`config.mk`:
```
export PLATFORM = sky130hd
export DESIGN_NAME = uart_addr_rx
export DESIGN_NICKNAME = d
export VERILOG_FILES = /design/src/rtl/uart_rx_pkg.sv /design/src/rtl/rx_line_sync.sv /design/src/rtl/rx_frame_ctrl.sv /design/src/rtl/rx_addr_match.sv /design/src/rtl/uart_addr_rx.sv
export SDC_FILE = /design/constraint.sdc
export NUM_CORES = 1
export LEC_CHECK = 0
export BUFFER_PORTS_ARGS = -buffer_cell sky130_fd_sc_hd__buf_2
export CAP_MARGIN = 15
export CORE_MARGIN = 2
export CORE_UTILIZATION = 55
export DETAILED_ROUTE_END_ITERATION = 16
export PLACE_DENSITY = 0.81
export SYNTH_ARGS = -nofsm -noshare
export SYNTH_HDL_FRONTEND = slang
export SYNTH_SLANG_ARGS = --single-unit
```
`constraint.sdc`:
```
create_clock -name clk -period 4.2 [get_ports clk]
set_input_delay 0.84 -clock clk [delete_from_list [all_inputs] [get_ports clk]]
set_output_delay 0.84 -clock clk [all_outputs]
set_load 0.005 [all_outputs]
```
`src/rtl/uart_rx_pkg.sv`:
```
package uart_rx_pkg;

  typedef enum logic [1:0] {
    ST_IDLE  = 2'd0,
    ST_START = 2'd1,
    ST_DATA  = 2'd2,
    ST_STOP  = 2'd3
  } rx_state_e;

  function automatic logic maj3(input logic a, input logic b, input logic c);
    return (a & b) | (a & c) | (b & c);
  endfunction

endpackage

```
`src/rtl/rx_line_sync.sv`:
```
module rx_line_sync #(
  parameter int STAGES = 2
) (
  input  logic clk,
  input  logic rst,
  input  logic din,
  output logic dout
);
  logic [STAGES-1:0] sh;

  always_ff @(posedge clk) begin
    if (rst) sh <= '1;
    else     sh <= {sh[STAGES-2:0], din};
  end

  assign dout = sh[STAGES-1];
endmodule

```
`src/rtl/rx_frame_ctrl.sv`:
```
module rx_frame_ctrl
  import uart_rx_pkg::*;
#(
  parameter int DATA_W = 8,
  parameter int OVS    = 16
) (
  input  logic              clk,
  input  logic              rst,
  input  logic              tick,
  input  logic              lvl,
  input  logic              nine_i,
  output logic              done_o,
  output logic [DATA_W:0]   data_o,
  output logic              stop_o,
  output logic              nine_o
);
  localparam int CW  = $clog2(OVS);
  localparam int BW  = $clog2(DATA_W + 2);
  localparam int MID = OVS / 2;
  localparam logic [CW-1:0] C_S0   = CW'(MID - 1);
  localparam logic [CW-1:0] C_S1   = CW'(MID);
  localparam logic [CW-1:0] C_DEC  = CW'(MID + 1);
  localparam logic [CW-1:0] C_LAST = CW'(OVS - 1);
  localparam logic [BW-1:0] B_LONG  = BW'(DATA_W);
  localparam logic [BW-1:0] B_SHORT = BW'(DATA_W - 1);

  rx_state_e        state;
  logic [CW-1:0]    cnt;
  logic [BW-1:0]    bidx;
  logic [1:0]       smp;
  logic             prev_lvl;
  logic             bit_v;
  logic [BW-1:0]    last_idx;

  assign bit_v    = maj3(smp[1], smp[0], lvl);
  assign last_idx = nine_o ? B_LONG : B_SHORT;

  always_ff @(posedge clk) begin
    if (rst) begin
      state    <= ST_IDLE;
      cnt      <= '0;
      bidx     <= '0;
      smp      <= '0;
      prev_lvl <= 1'b1;
      data_o   <= '0;
      stop_o   <= 1'b0;
      nine_o   <= 1'b0;
      done_o   <= 1'b0;
    end else begin
      done_o <= 1'b0;
      if (tick) begin
        if (state == ST_IDLE) begin
          prev_lvl <= lvl;
          if (prev_lvl && !lvl) begin
            state  <= ST_START;
            cnt    <= '0;
            bidx   <= '0;
            nine_o <= nine_i;
            data_o <= '0;
          end
        end else begin
          cnt <= (cnt == C_LAST) ? '0 : cnt + CW'(1);
          if (cnt == C_S0 || cnt == C_S1)
            smp <= {smp[0], lvl};
          if (cnt == C_DEC) begin
            case (state)
              ST_START: if (bit_v) begin
                state    <= ST_IDLE;
                prev_lvl <= 1'b1;
              end
              ST_DATA: data_o[bidx] <= bit_v;
              ST_STOP: begin
                stop_o   <= bit_v;
                done_o   <= 1'b1;
                state    <= ST_IDLE;
                prev_lvl <= bit_v;
              end
              default: ;
            endcase
          end
          if (cnt == C_LAST) begin
            case (state)
              ST_START: state <= ST_DATA;
              ST_DATA: begin
                bidx <= bidx + BW'(1);
                if (bidx == last_idx) state <= ST_STOP;
              end
              default: ;
            endcase
          end
        end
      end
    end
  end
endmodule

```
`src/rtl/rx_addr_match.sv`:
```
module rx_addr_match #(
  parameter int DATA_W = 8
) (
  input  logic [DATA_W-1:0] byte_i,
  input  logic [DATA_W-1:0] addr_i,
  input  logic [DATA_W-1:0] mask_i,
  output logic              hit_o
);
  logic [DATA_W-1:0] bcast;
  logic              own_hit;
  logic              bcast_hit;

  assign bcast     = addr_i | mask_i;
  assign own_hit   = ((byte_i ^ addr_i) & ~mask_i) == '0;
  assign bcast_hit = (byte_i & bcast) == bcast;
  assign hit_o     = own_hit | bcast_hit;
endmodule

```
`src/rtl/uart_addr_rx.sv`:
```
module uart_addr_rx #(
  parameter int DATA_W      = 8,
  parameter int OVS         = 16,
  parameter int SYNC_STAGES = 2
) (
  input  logic              clk,
  input  logic              rst,
  input  logic              rxd_i,
  input  logic              os_tick_i,
  input  logic              nine_bit_i,
  input  logic              mp_en_i,
  input  logic [DATA_W-1:0] node_addr_i,
  input  logic [DATA_W-1:0] node_mask_i,
  input  logic              done_clr_i,
  input  logic              ferr_clr_i,
  output logic [DATA_W-1:0] rx_byte_o,
  output logic              rx_bit9_o,
  output logic              rx_done_o,
  output logic              ferr_o
);
  logic            line_lvl;
  logic            frm_done;
  logic [DATA_W:0] frm_data;
  logic            frm_stop;
  logic            frm_nine;
  logic            addr_hit;
  logic            qual;
  logic            accept;

  rx_line_sync #(.STAGES(SYNC_STAGES)) u_sync (
    .clk(clk), .rst(rst), .din(rxd_i), .dout(line_lvl)
  );

  rx_frame_ctrl #(.DATA_W(DATA_W), .OVS(OVS)) u_frame (
    .clk(clk), .rst(rst), .tick(os_tick_i), .lvl(line_lvl),
    .nine_i(nine_bit_i), .done_o(frm_done), .data_o(frm_data),
    .stop_o(frm_stop), .nine_o(frm_nine)
  );

  rx_addr_match #(.DATA_W(DATA_W)) u_match (
    .byte_i(frm_data[DATA_W-1:0]), .addr_i(node_addr_i),
    .mask_i(node_mask_i), .hit_o(addr_hit)
  );

  assign qual   = frm_nine ? frm_data[DATA_W] : frm_stop;
  assign accept = frm_done && (!mp_en_i || (qual && addr_hit));

  always_ff @(posedge clk) begin
    if (rst) begin
      rx_byte_o <= '0;
      rx_bit9_o <= 1'b0;
      rx_done_o <= 1'b0;
      ferr_o    <= 1'b0;
    end else begin
      if (accept) begin
        rx_byte_o <= frm_data[DATA_W-1:0];
        rx_bit9_o <= qual;
        rx_done_o <= 1'b1;
      end else if (done_clr_i) begin
        rx_done_o <= 1'b0;
      end
      if (frm_done && !frm_stop) ferr_o <= 1'b1;
      else if (ferr_clr_i)       ferr_o <= 1'b0;
    end
  end
endmodule

```
# == After elaboration in Yosys (flattened, before gate mapping) ==
# Cells that the tools add are included.
# op_classes
add_sub_neg,2
n_lt_le_gt_ge,2
n_eq_ne,11
muxes,32
n_bitwise,14
n_reduce_logical,26
# op_table
operator,n
two-way mux 9 bit,4
two-way mux 4 bit,7
bitwise AND 8 bit,2
AND reduction 4 bit,4
== test 4 bit (second input constant),3
two-way mux 2 bit,6
two-way mux 1 bit,10
nonzero test 2 bit,5
bitwise mux 9 bit,1
adder 4 x 1 -> 4 bit (second input constant),2
== test 8 bit,1
logical NOT 8 bit,1
inverter 8 bit,1
bitwise OR 8 bit,1
one-hot mux 2 bit (2 select lines),2
bitwise XOR 8 bit,1
AND reduction 3 bit,2
logical AND 1 bit,5
less-than comparator 4 x 5 -> 1 bit (second input constant),1
demux 1 bit (select 4 bit),1
== test 2 bit (second input constant),2
== test 4 x 3 -> 1 bit (second input constant),1
== test 4 bit,1
greater-or-equal comparator 4 x 1 -> 1 bit (second input constant),1
other kinds (13),22
# word_totals
ff_bits,38
in_bits,24
output_inout_bits,11
wordCells,101

# == Logic depth before layout (Yosys ltp) ==
# Gate-level depths: netlist of run 1.
# logic_depth
ltp_word,10
depth_mapped,8
mapped_depth_nobuf,7

# == Modules after synthesis ==
# A second synthesis of run 1 with hierarchy kept.
# unflattened
hier_cells,232
hier_area_um2,2122.0
# by_module_without_submodules
mod,n_inst,cells_each,area_each_um2,seq_area_each_um2
rx_frame_ctrl,1,153,1447.6,500.5
uart_addr_rx,1,49,451.7,220.2
rx_addr_match,1,26,170.2,0.0
rx_line_sync,1,4,52.6,40.0

# == Least setup slack after synthesis of run 1 ==
# Ideal clock, no wire load.
# synth_timing
path_type,input to register
startpoint,in node_addr_i[0]
endpoint,reg rx_bit9_o
setup_time_ns,0.121
t_arrival_ns,2.022
required_ns,4.079
slack_ns,2.057
path_stages,6
path_buffers,1
cell_sequence,nor2_1 o22ai_1 o41ai_1 o211a_1 buf_4 mux2_2
# synth_via
elab_chain_len,7
elab_cells_between_ends,10
cone_classes,eq/ne: 1; bitwise: 5; reduce/logical: 4
# synth_lines
item,line,rtl
from (decl),uart_addr_rx.sv:12,"input logic [DATA_W-1:0] node_addr_i,"
bitwise OR 8 bit / bitwise XOR 8 bit (equally long branches),"rx_addr_match.sv:13, rx_addr_match.sv:14",
"bitwise AND 8 bit, on equally long branches","rx_addr_match.sv:15, rx_addr_match.sv:14",
== test 8 bit / logical NOT 8 bit (equally long branches),"rx_addr_match.sv:15, rx_addr_match.sv:14",
bitwise OR 1 bit *,rx_addr_match.sv:16,assign hit_o = own_hit | bcast_hit;
logical AND 1 bit *,uart_addr_rx.sv:46,assign accept = frm_done && (!mp_en_i || (qual && addr_hit));
logical OR 1 bit *,uart_addr_rx.sv:46,
logical AND 1 bit *,uart_addr_rx.sv:46,
to (signal assigned),uart_addr_rx.sv:57,rx_bit9_o <= qual;
to (decl),uart_addr_rx.sv:17,"output logic rx_bit9_o,"
# Every way passes the cells marked *; elsewhere a longest branch is shown, timed or not.
# A chain may end at the register's enable or synchronous reset.

# == Final worst setup path of run 1 ==
# layout_timing
startpoint,reg u_frame.state[0]
endpoint,reg u_frame.data_o[7]
# layout_via
elab_chain_len,3
elab_cells_between_ends,7
cone_classes,eq/ne: 2; mux: 1; reduce/logical: 4
# layout_lines
item,line,rtl
from (decl),rx_frame_ctrl.sv:27,rx_state_e state;
from (signal assigned),rx_frame_ctrl.sv:40,state <= ST_IDLE;
from (signal assigned),rx_frame_ctrl.sv:55,state <= ST_START;
from (signal assigned),rx_frame_ctrl.sv:68,state <= ST_IDLE;
logical NOT 2 bit / == test 2 bit (equally long branches),"rx_frame_ctrl.sv:52, rx_frame_ctrl.sv:66",
!= test 2 bit (no line) / nonzero test 2 bit (equally long branches),--,
AND reduction 4 bit (no line),--,
"to (signal, indexed assignment)",rx_frame_ctrl.sv:71,ST_DATA: data_o[bidx] <= bit_v;
to (decl),rx_frame_ctrl.sv:13,"output logic [DATA_W:0] data_o,"
# Several ways; a longest one is shown, not always the timed one.

==> results of run 1 <==
-- state kept, by name, indices dropped and copies added (netlist names) --
signal,cells
rx_done_o,1
u_frame.prev_lvl,1
u_frame.done_o,1
u_sync.sh,2
u_frame.smp,2
ferr_o,1
u_frame.stop_o,1
u_frame.bidx,4
rx_bit9_o,1
u_frame.state,2
u_frame.nine_o,1
rx_byte_o,8
u_frame.cnt,4
u_frame.data_o,9
-- logic make-up (layout without fill, tap and decap cells) --
| kind of cell | after synthesis | count (layout) |
|---|---|---|
| AOI/OAI and AO/OA | 62 | 62 |
| xor gates and xnor gates | 10 | 10 |
| adders and majority gates | 13 | 13 |
| buffers and inverters | 17 | 50 |
| DFF | 38 | 38 |
| muxes | 15 | 15 |
| and+or+nand+nor | 93 | 93 |
-- layout make-up --
| type | instances | area (µm²) | area share |
|---|---|---|---|
| Inverter | 8 | 30.03 | 0.01241 |
| Clock buffer | 7 | 76.32 | 0.03154 |
| Multi-Input combinational cell | 193 | 1292 | 0.5341 |
| Sequential cell | 38 | 760.7 | 0.3144 |
| Clock inverter | 1 | 30.03 | 0.01241 |
| Tap cell | 48 | 60.06 | 0.02482 |
| Timing Repair Buffer | 34 | 170.2 | 0.07032 |
-- metal layers --
metal | vias up | wire length [µm]
met5 | - | 0
met4 | 0 | 93
met3 | 9 | 242
met2 | 45 | 2044
met1 | 835 | 1975
li1 | 931 | -
-- power breakdown --
part           switching, mW  internal (mW)
registers            0.00906          0.367
logic                 0.0665         0.0480
clock network          0.120          0.178
total                  0.196          0.592
-- stage by stage --
step	setup slack, ns	power [mW]
global route	1.392	0.8222
CTS	1.693	0.7963
detailed placement	1.690	0.4981
global placement	1.709	0.4934
finish	1.641	0.7881
floorplan	2.057	0.4711
-- cell usage after synthesis, types with 3 or more instances --
cell	count	area (µm²)
nand2_1	19	71.32
nand3b_1	4	30.03
inv_1	8	30.03
nand2b_1	21	131.4
xnor2_1	8	70.07
nand4_1	3	18.77
nor2_1	23	86.33
mux2i_1	14	140.1
ha_1	12	150.1
o22ai_1	8	50.05
o21ai_0	14	70.07
dfxtp_1	38	760.7
clkbuf_1	4	15.01
a21oi_1	25	125.1
nor2b_1	6	37.54
-- path summary, 6_finish.rpt --
| path | from | end | depth (start not counted) | slack (ns) |
|---|---|---|---|---|
| min reg2reg | u_sync.sh[0]$_SDFF_PP1_ | u_sync.sh[1]$_SDFF_PP1_ | 1 | 0.42 |
| max | u_frame.state[0]$_SDFFE_PP0P_ | u_frame.data_o[7]$_SDFFE_PP0P_ | 7 | 1.64 |
| max reg2reg | u_frame.state[0]$_SDFFE_PP0P_ | u_frame.data_o[7]$_SDFFE_PP0P_ | 7 | 1.64 |
| min | u_sync.sh[0]$_SDFF_PP1_ | u_sync.sh[1]$_SDFF_PP1_ | 1 | 0.42 |
-- worst max-delay path, stage by stage, from the launching register on --
cell and delay, ns:
dfxtp_1 0.41, inv_1 0.11, ha_1 0.50, nor2b_1 0.51, nand4_1 0.22, nor3b_1 0.48, nand2_1 0.11, a21oi_1 0.15
==> results.json, run 1 <==
{
  "fin_skew_ns": 0.005004,
  "layout_common_cells": "dfxtp_1 (38), buf_2 (34), a21oi_1 (25)",
  "fill_cells": 329,
  "cts_tree": "yes",
  "max_freq_mhz": 390.7,
  "grt_use_total": 0.2114,
  "root_buffer": "clkbuf_8",
  "path_max_fanout": 25,
  "cts_buffer_depth": 2,
  "synthCells": 248,
  "io_buffers": 34,
  "stdcell_area_um2": 2420,
  "clkTransAtPathRegs_ns": 0.07,
  "rsz0062_at_grt": "false",
  "min_period_ns": 2.559,
  "via_per_inst": 5.532,
  "ant_nets": 0,
  "dp.cells": 321,
  "firstDrtPassIters": 4,
  "synth_seq_area_share": 0.3529,
  "die_h_um": 66.61,
  "rows": 22,
  "instances_no_fill": 329,
  "grt_pass1_vias": 1687,
  "ys_types": 47,
  "die-width_um": 66.61,
  "finish.utilization": 0.6512,
  "routedWlPerCell_um": 13.24,
  "ctsHoldBuffers": 0,
  "ir_drop_v": 0.0002294,
  "synth_compound_area_frac": 0.1799,
  "numCtsBuffers": 5,
  "routabilityCongestion": 0.8198,
  "tightest_slew_ns": 0.8541,
  "grt_max_degree": 47,
  "use_met1": 0.2484,
  "syn_avg_cell_area_um2": 8.693,
  "leakage_nw": 0.9433,
  "ys_ff_latch": 38,
  "hold_violations": 0,
  "dpl-instance-area_um2": 2313,
  "crit_arrival_ns": 2.78,
  "route.detailed.drc": 0,
  "clk-insertion-delay-late_ns": 0.29,
  "synthFlopType": "dfxtp_1",
  "ios": 35,
  "synth_xor_area_frac": 0.04063,
  "diodes": 0,
  "outcome": "finished clean",
  "p_per_area_nw_per_um2": 325.7,
  "whs_ns": 0.4162,
  "cts_setup_buffers": 0,
  "grt_first_pass_wirelength_um": 7203,
  "dp_hpwl_um": 3121,
  "syn_to_final_growth_pct": 12.25,
  "start_kind": "flop",
  "yosysWarnings": 0,
  "critPathRequiredTime_ns": 4.42,
  "critPathCaptureType": "flop",
  "initialDrtViolationCount": 91,
  "cts.sinks": 38,
  "syn-num-nets": 284,
  "syn_area_um2": 2156,
  "grt_use_met3": 0.05236,
  "min_path_type": "flop to flop",
  "final_common_cell": "dfxtp_1",
  "async_flop_share": 0,
  "synth_top_family_by_area": "simple AND/OR/NAND/NOR gates",
  "antenna_found_initial": 0,
  "grt.busiest_layer": "met2",
  "start_util": 0.5801,
  "core_area_um2": 3716,
  "muxShareOfSynthArea": 0.07023,
  "die-area_um2": 4436,
  "setup-violations-final": 0,
  "cap_violations": 0,
  "yosys.area_share.adder": 0.07429,
  "vias": 1820,
  "grt-ovfl-total": 0,
  "finalCritPeriodShare": 0.6094,
  "drive_gt1_frac": 0.1815,
  "finalMaxSlewViolations": 0,
  "fin_nets": 316,
  "synth-edff-count": 0,
  "cts_resized": 0,
  "h-tree-depth": 2,
  "grt_util_met2": 0.3650,
  "routed_wl_um": 4356,
  "relSlewSlack": 0.4306,
  "synth_simple_gate_area_frac": 0.2345,
  "path_class": "flop to flop",
  "setup_tns_ns": 0
}
(Power assumes the default switching activity.)
==> run 2, diff against run 1 <==
--- a/config.mk
+++ b/config.mk
@@ -8,9 +8,9 @@
 export BUFFER_PORTS_ARGS = -buffer_cell sky130_fd_sc_hd__buf_2
 export CAP_MARGIN = 15
 export CORE_MARGIN = 2
-export CORE_UTILIZATION = 55
+export CORE_UTILIZATION = 51
 export DETAILED_ROUTE_END_ITERATION = 16
-export PLACE_DENSITY = 0.81
+export PLACE_DENSITY = 0.79
 export SYNTH_ARGS = -nofsm -noshare
 export SYNTH_HDL_FRONTEND = slang
 export SYNTH_SLANG_ARGS = --single-unit
==> constraint.sdc (replaced) <==
create_clock -name clk -period 2.25 [get_ports clk]
set_input_delay 0.45 -clock clk [delete_from_list [all_inputs] [get_ports clk]]
set_output_delay 0.45 -clock clk [all_outputs]
set_load 0.005 [all_outputs]
==> run 2 against run 1 <==
Effect of this change:
- sequential power up 86%
- clock skew decreased by 0.0027 ns
- combinational power grew 98%
- fmax up 25%
- setup slack lost 1.4 ns
- highest routed layer unchanged
- global-route usage shrank 0.62 points
- utilization fell by 3.2 points
- die area rose by 7.4%
- critical path type unchanged
- largest power group is now the clock network
==> results.json, run 2 (same netlist as run 1, synthesis figures left out) <==
{
  "clkTransAtPathRegs_ns": 0.07,
  "via_per_inst": 5.573,
  "diodes": 0,
  "clkPwrFrac": 0.438,
  "largest_register_ffs": 9,
  "setup-violations-final": 0,
  "cts_setup_buffers": 0,
  "numCtsBuffers": 5,
  "initialDrtViolationCount": 105,
  "rows": 23,
  "grt_max_degree": 47,
  "max_freq_mhz": 490.1,
  "route.detailed.drc": 0,
  "stdcell_area_um2": 2494,
  "p_sw_mw": 0.3931,
  "layout_common_cells": "dfxtp_1 (38), buf_2 (34), a21oi_1 (25)",
  "reg_top3": "u_frame.data_o x9, rx_byte_o x8",
  "path_class": "flop to flop",
  "routed_wl_um": 4686,
  "ant_nets": 0,
  "dp_hpwl_um": 3324,
  "io_buffers": 34,
  "tightest_slew_ns": 0.6991,
  "p_comb_frac": 0.137,
  "power_mw": 1.648,
  "cts_buffer_depth": 2,
  "finalCritPeriodShare": 0.9068,
  "grt-ovfl-total": 0,
  "syn_to_final_growth_pct": 15.67,
  "fin_nets": 320,
  "min_period_ns": 2.040,
  "crit_arrival_ns": 2.27,
  "timing.rr.start": "u_frame.state[0]$_SDFFE_PP0P_",
  "vias": 1867,
  "p_per_area_nw_per_um2": 660.7,
  "rsz0062_at_grt": "false",
  "netSwitchingFraction": 0.2386,
  "drive_gt1_frac": 0.2035,
  "fin_skew_ns": 0.002345,
  "grt_use_met3": 0.05409,
  "start_kind": "flop",
  "grt_use_total": 0.2052,
  "core_area_um2": 4029,
  "critPathRequiredTime_ns": 2.48,
  "grt_pass1_vias": 1830,
  "finalMaxSlewViolations": 0,
  "h-tree-depth": 2,
  "grt.busiest_layer": "met2",
  "start_util": 0.5351,
  "path_max_fanout": 12,
  "grt_util_met2": 0.3387,
  "critPathCaptureType": "flop",
  "critPathLaunch": "u_frame.state[0]$_SDFFE_PP0P_",
  "hold_violations": 0,
  "ir_drop_v": 0.0005247,
  "clk-insertion-delay-late_ns": 0.30,
  "min_path_type": "primary input to flop",
  "seq_power_share": 0.425,
  "ios": 35,
  "die-area_um2": 4763,
  "top_register": "u_frame.data_o",
  "final_common_cell": "dfxtp_1",
  "grt_first_pass_wirelength_um": 8066,
  "routedWlPerCell_um": 13.99,
  "cts_tree": "yes",
  "relSlewSlack": 0.5340,
  "use_met1": 0.2427,
  "holdCritStartpoint": "rxd_i",
  "cap_violations": 0,
  "root_buffer": "clkbuf_8",
  "cts.sinks": 38,
  "fill_cells": 359,
  "internal-power_mw": 1.255,
  "finish.utilization": 0.6189,
  "setup_tns_ns": 0,
  "dpl-instance-area_um2": 2346,
  "antenna_found_initial": 0,
  "routabilityCongestion": 0.8159,
  "die-width_um": 69.02,
  "outcome": "finished clean",
  "die_h_um": 69.02,
  "leakage_nw": 0.9827,
  "firstDrtPassIters": 4
}
## run 2: changes by cell type in the layout (fill, tap and decap cells not counted)
cell,delta
clkbuf_1,-2
clkbuf_8,+1
nor3b_2,+1
buf_4,+4
nor3b_1,-1
bufinv_16,+1
## run 2: worst paths after layout
kind	slack (ns)	endpoint	cells after the start
worst max-delay path	0.21	u_frame.data_o[1]$_SDFFE_PP0P_	7
worst min-delay path	0.33	u_sync.sh[0]$_SDFF_PP1_	2
worst max register to register	0.21	u_frame.data_o[1]$_SDFFE_PP0P_	7
worst min register to register	0.41	u_sync.sh[1]$_SDFF_PP1_	1
## run 2: critical path, cell delays in order (launching register included)
cell and delay [ns]:
dfxtp_1 0.41, inv_1 0.11, ha_1 0.37, nor2b_1 0.21
nand4_1 0.17, nor3_1 0.42, nand2_1 0.13, a21oi_1 0.15
## run 2: power groups by stage
stage	sequential, mW	combinational, mW	clock (mW)
after floorplan	0.713	0.167	0
after global placement	0.715	0.218	0
after detailed placement	0.716	0.221	0
after CTS	0.700	0.225	0.732
after global routing	0.702	0.251	0.756
final	0.701	0.226	0.721
## run 2: layout make-up
type,instances,area [µm²],area share
clock buffer,6,82.58,0.03312
clock inverter,2,60.06,0.02408
timing repair buffer,38,200.2,0.08028
tap,50,62.56,0.02509
multi-input combinational,193,1297,0.5203
inverter,8,30.03,0.01204
sequential,38,760.7,0.3051
## run 2: metrics by stage
stage                     hold slack (ns)  setup WS (ns)  cells
after floorplan                    0.3895         0.4298    248
after global placement             0.3919         0.3522    327
after detailed placement           0.4014         0.2534    327
after CTS                          0.3310         0.2225    335
after global routing               0.3325         0.1026    335
final                              0.3327         0.2098    335
## run 2: layer usage
| metal | vias up | share of wire | wire length [µm] |
|---|---|---|---|
| met4 | 0 | 0.019 | 87 |
| met1 | 863 | 0.43 | 2026 |
| li1 | 945 | - | - |
| met2 | 50 | 0.49 | 2317 |
| met3 | 9 | 0.054 | 255 |
| met5 | - | 0 | 0 |
## run 2: what timing repair did
action | CTS | global route
resized for setup | 0 | 1
endpoints found under the setup margin | 0 | 1
hold buffers | 0 | 0
==> run 3, diff against run 2 <==
--- a/config.mk
+++ b/config.mk
@@ -5,7 +5,7 @@
 export SDC_FILE = /design/constraint.sdc
 export NUM_CORES = 1
 export LEC_CHECK = 0
-export BUFFER_PORTS_ARGS = -buffer_cell sky130_fd_sc_hd__buf_2
+export BUFFER_PORTS_ARGS = -buffer_cell sky130_fd_sc_hd__buf_4
 export CAP_MARGIN = 15
 export CORE_MARGIN = 2
 export CORE_UTILIZATION = 51
==> run 3 against run 2 <==
Effect of this change:
- utilization is 1.4 points higher
- clock skew grew 0.0067 ns
- cell area grew 2.3%
- critical path depth stayed put
- largest cell class unchanged
==> results.json, run 3 (same netlist as run 1, synthesis figures left out) <==
{
  "outcome": "finished clean",
  "power_mw": 1.516,
  "worstReg2RegEnd": "u_frame.data_o[3]$_SDFFE_PP0P_",
  "dpl-instance-area_um2": 2431,
  "setup-violations-final": 0,
  "grt_max_degree": 47,
  "ios": 35,
  "firstDrtPassIters": 7,
  "vias": 1851,
  "r2r_setup_slack_ns": 0.25,
  "antenna_found_initial": 0,
  "ctsHoldBuffers": 0,
  "instances_no_fill": 335,
  "grt_use_met3": 0.03655,
  "min_period_ns": 2.001,
  "top_register": "u_frame.data_o",
  "layout_common_cells": "dfxtp_1 (38), buf_4 (38), a21oi_1 (25)",
  "timing.rr.start": "u_frame.state[0]$_SDFFE_PP0P_",
  "cts_tree": "yes",
  "root_buffer": "clkbuf_8",
  "path_max_fanout": 12,
  "grt-ovfl-total": 0,
  "finish.utilization": 0.6329,
  "rsz0062_at_grt": "false",
  "reg2regPathDepth": 7,
  "p_per_area_nw_per_um2": 594.7,
  "use_met1": 0.2471,
  "min_path_type": "primary input to flop",
  "start_kind": "flop",
  "cap_violations": 0,
  "clk-insertion-delay-late_ns": 0.29,
  "reg_top3": "u_frame.data_o x9, rx_byte_o x8",
  "ant_nets": 0,
  "cp.depth": 7,
  "grt_use_total": 0.1998,
  "critPathTopFamily": "simple AND/OR/NAND/NOR gates",
  "slowest_delay_ns": 0.43,
  "grt.busiest_layer": "met2",
  "route.detailed.drc": 0,
  "diodes": 0,
  "initialDrtViolationCount": 45,
  "routedWlPerCell_um": 13.83,
  "numCtsBuffers": 5,
  "syn_to_final_growth_pct": 18.28,
  "critPathLaunch": "u_frame.state[0]$_SDFFE_PP0P_",
  "crit_arrival_ns": 2.22,
  "grt_pass1_vias": 1776,
  "largest_register_ffs": 9,
  "hold_violations": 0,
  "fin_nets": 320,
  "setup_tns_ns": 0,
  "dp.cells": 327,
  "fill_cells": 370,
  "worst_path_max_delay_cell": "nor3_1",
  "io_buffers": 34,
  "die-area_um2": 4763,
  "start_util": 0.5351,
  "core_area_um2": 4029,
  "whs_ns": 0.3465,
  "grt_util_met2": 0.3547,
  "critPathCaptureType": "flop",
  "die-width_um": 69.02,
  "critPathRequiredTime_ns": 2.46,
  "crit_buf_inv": 1,
  "setup_slack_ns": 0.2487,
  "pre_cts_ws_ns": 0.2694,
  "via_per_inst": 5.525,
  "ir_drop_v": 0.0004743,
  "cts_resized": 0,
  "cts.sinks": 38,
  "finalCritPeriodShare": 0.8895,
  "crit_chain": "inv_1 > ha_1 > nor2b_1 > nand4_1 > nor3_1 > nand2_1 > a21oi_1",
  "die_h_um": 69.02,
  "stdcell_area_um2": 2550,
  "routed_wl_um": 4634,
  "dp_hpwl_um": 3400,
  "max_freq_mhz": 499.7,
  "leakage_nw": 0.9801,
  "cts_buffer_depth": 2,
  "h-tree-depth": 2,
  "relSlewSlack": 0.6588,
  "clkTransAtPathRegs_ns": 0.08,
  "crit_end": "u_frame.data_o[3]$_SDFFE_PP0P_",
  "grt_first_pass_wirelength_um": 8066,
  "drive_gt1_frac": 0.2035,
  "path_class": "flop to flop",
  "finalMaxSlewViolations": 0,
  "cts_setup_buffers": 0,
  "fin_skew_ns": 0.009010,
  "rows": 23,
  "routabilityCongestion": 0.8126,
  "tightest_slew_ns": 0.5078
}
==> run 3: changes by cell type in the layout (fill, tap and decap cells not counted) <==
cell | before | now
clkbuf_8 | 6 | 5
bufinv_16 | 2 | 1
buf_4 | 4 | 38
clkinvlp_4 | 0 | 2
buf_2 | 34 | 0
==> run 3: area by class of cell <==
class | count | area, µm² | area share
clock buffer | 5 | 68.82 | 0.02699
clock inverter | 3 | 45.04 | 0.01766
inverter | 8 | 30.03 | 0.01178
multi-input combinational | 193 | 1297 | 0.5088
sequential | 38 | 760.7 | 0.2983
tap | 50 | 62.56 | 0.02453
timing repair buffer | 38 | 285.3 | 0.1119
==> run 3: layer usage <==
| metal | part of all wire | vias up |
|---|---|---|
| met5 | 0 | - |
| met4 | 0.010 | 0 |
| met3 | 0.049 | 7 |
| met2 | 0.49 | 48 |
| met1 | 0.45 | 856 |
| li1 | - | 940 |
==> run 3: report_power, final <==
group / leakage (nW) / total [mW] / internal, mW / switching, mW
registers: 0.307 / 0.700 / 0.684 / 0.0157
logic: 0.623 / 0.236 / 0.109 / 0.128
clock network: 0.0504 / 0.580 / 0.330 / 0.250
total: 0.980 / 1.52 / 1.12 / 0.394
==> run 3: how the worst min path moves through the flow <==
stage	from	endpoint	slack, ns	depth (start not counted)
after floorplan	u_sync.sh[0]$_SDFF_PP1_	u_sync.sh[1]$_SDFF_PP1_	0.39	1
after global placement	u_sync.sh[0]$_SDFF_PP1_	u_sync.sh[1]$_SDFF_PP1_	0.39	1
after detailed placement	u_sync.sh[0]$_SDFF_PP1_	u_sync.sh[1]$_SDFF_PP1_	0.41	1
after CTS	rxd_i	u_sync.sh[0]$_SDFF_PP1_	0.34	2
after global routing	rxd_i	u_sync.sh[0]$_SDFF_PP1_	0.34	2
final	rxd_i	u_sync.sh[0]$_SDFF_PP1_	0.35	2
==> run 3: worst reg2reg max path, stage by stage, from the launching register on <==
cell and delay (ns):
dfxtp_1 0.40, inv_1 0.10, ha_1 0.36, nor2b_1 0.20, nand4_1 0.15, nor3_1 0.43, nand2_1 0.12, a21oi_1 0.16
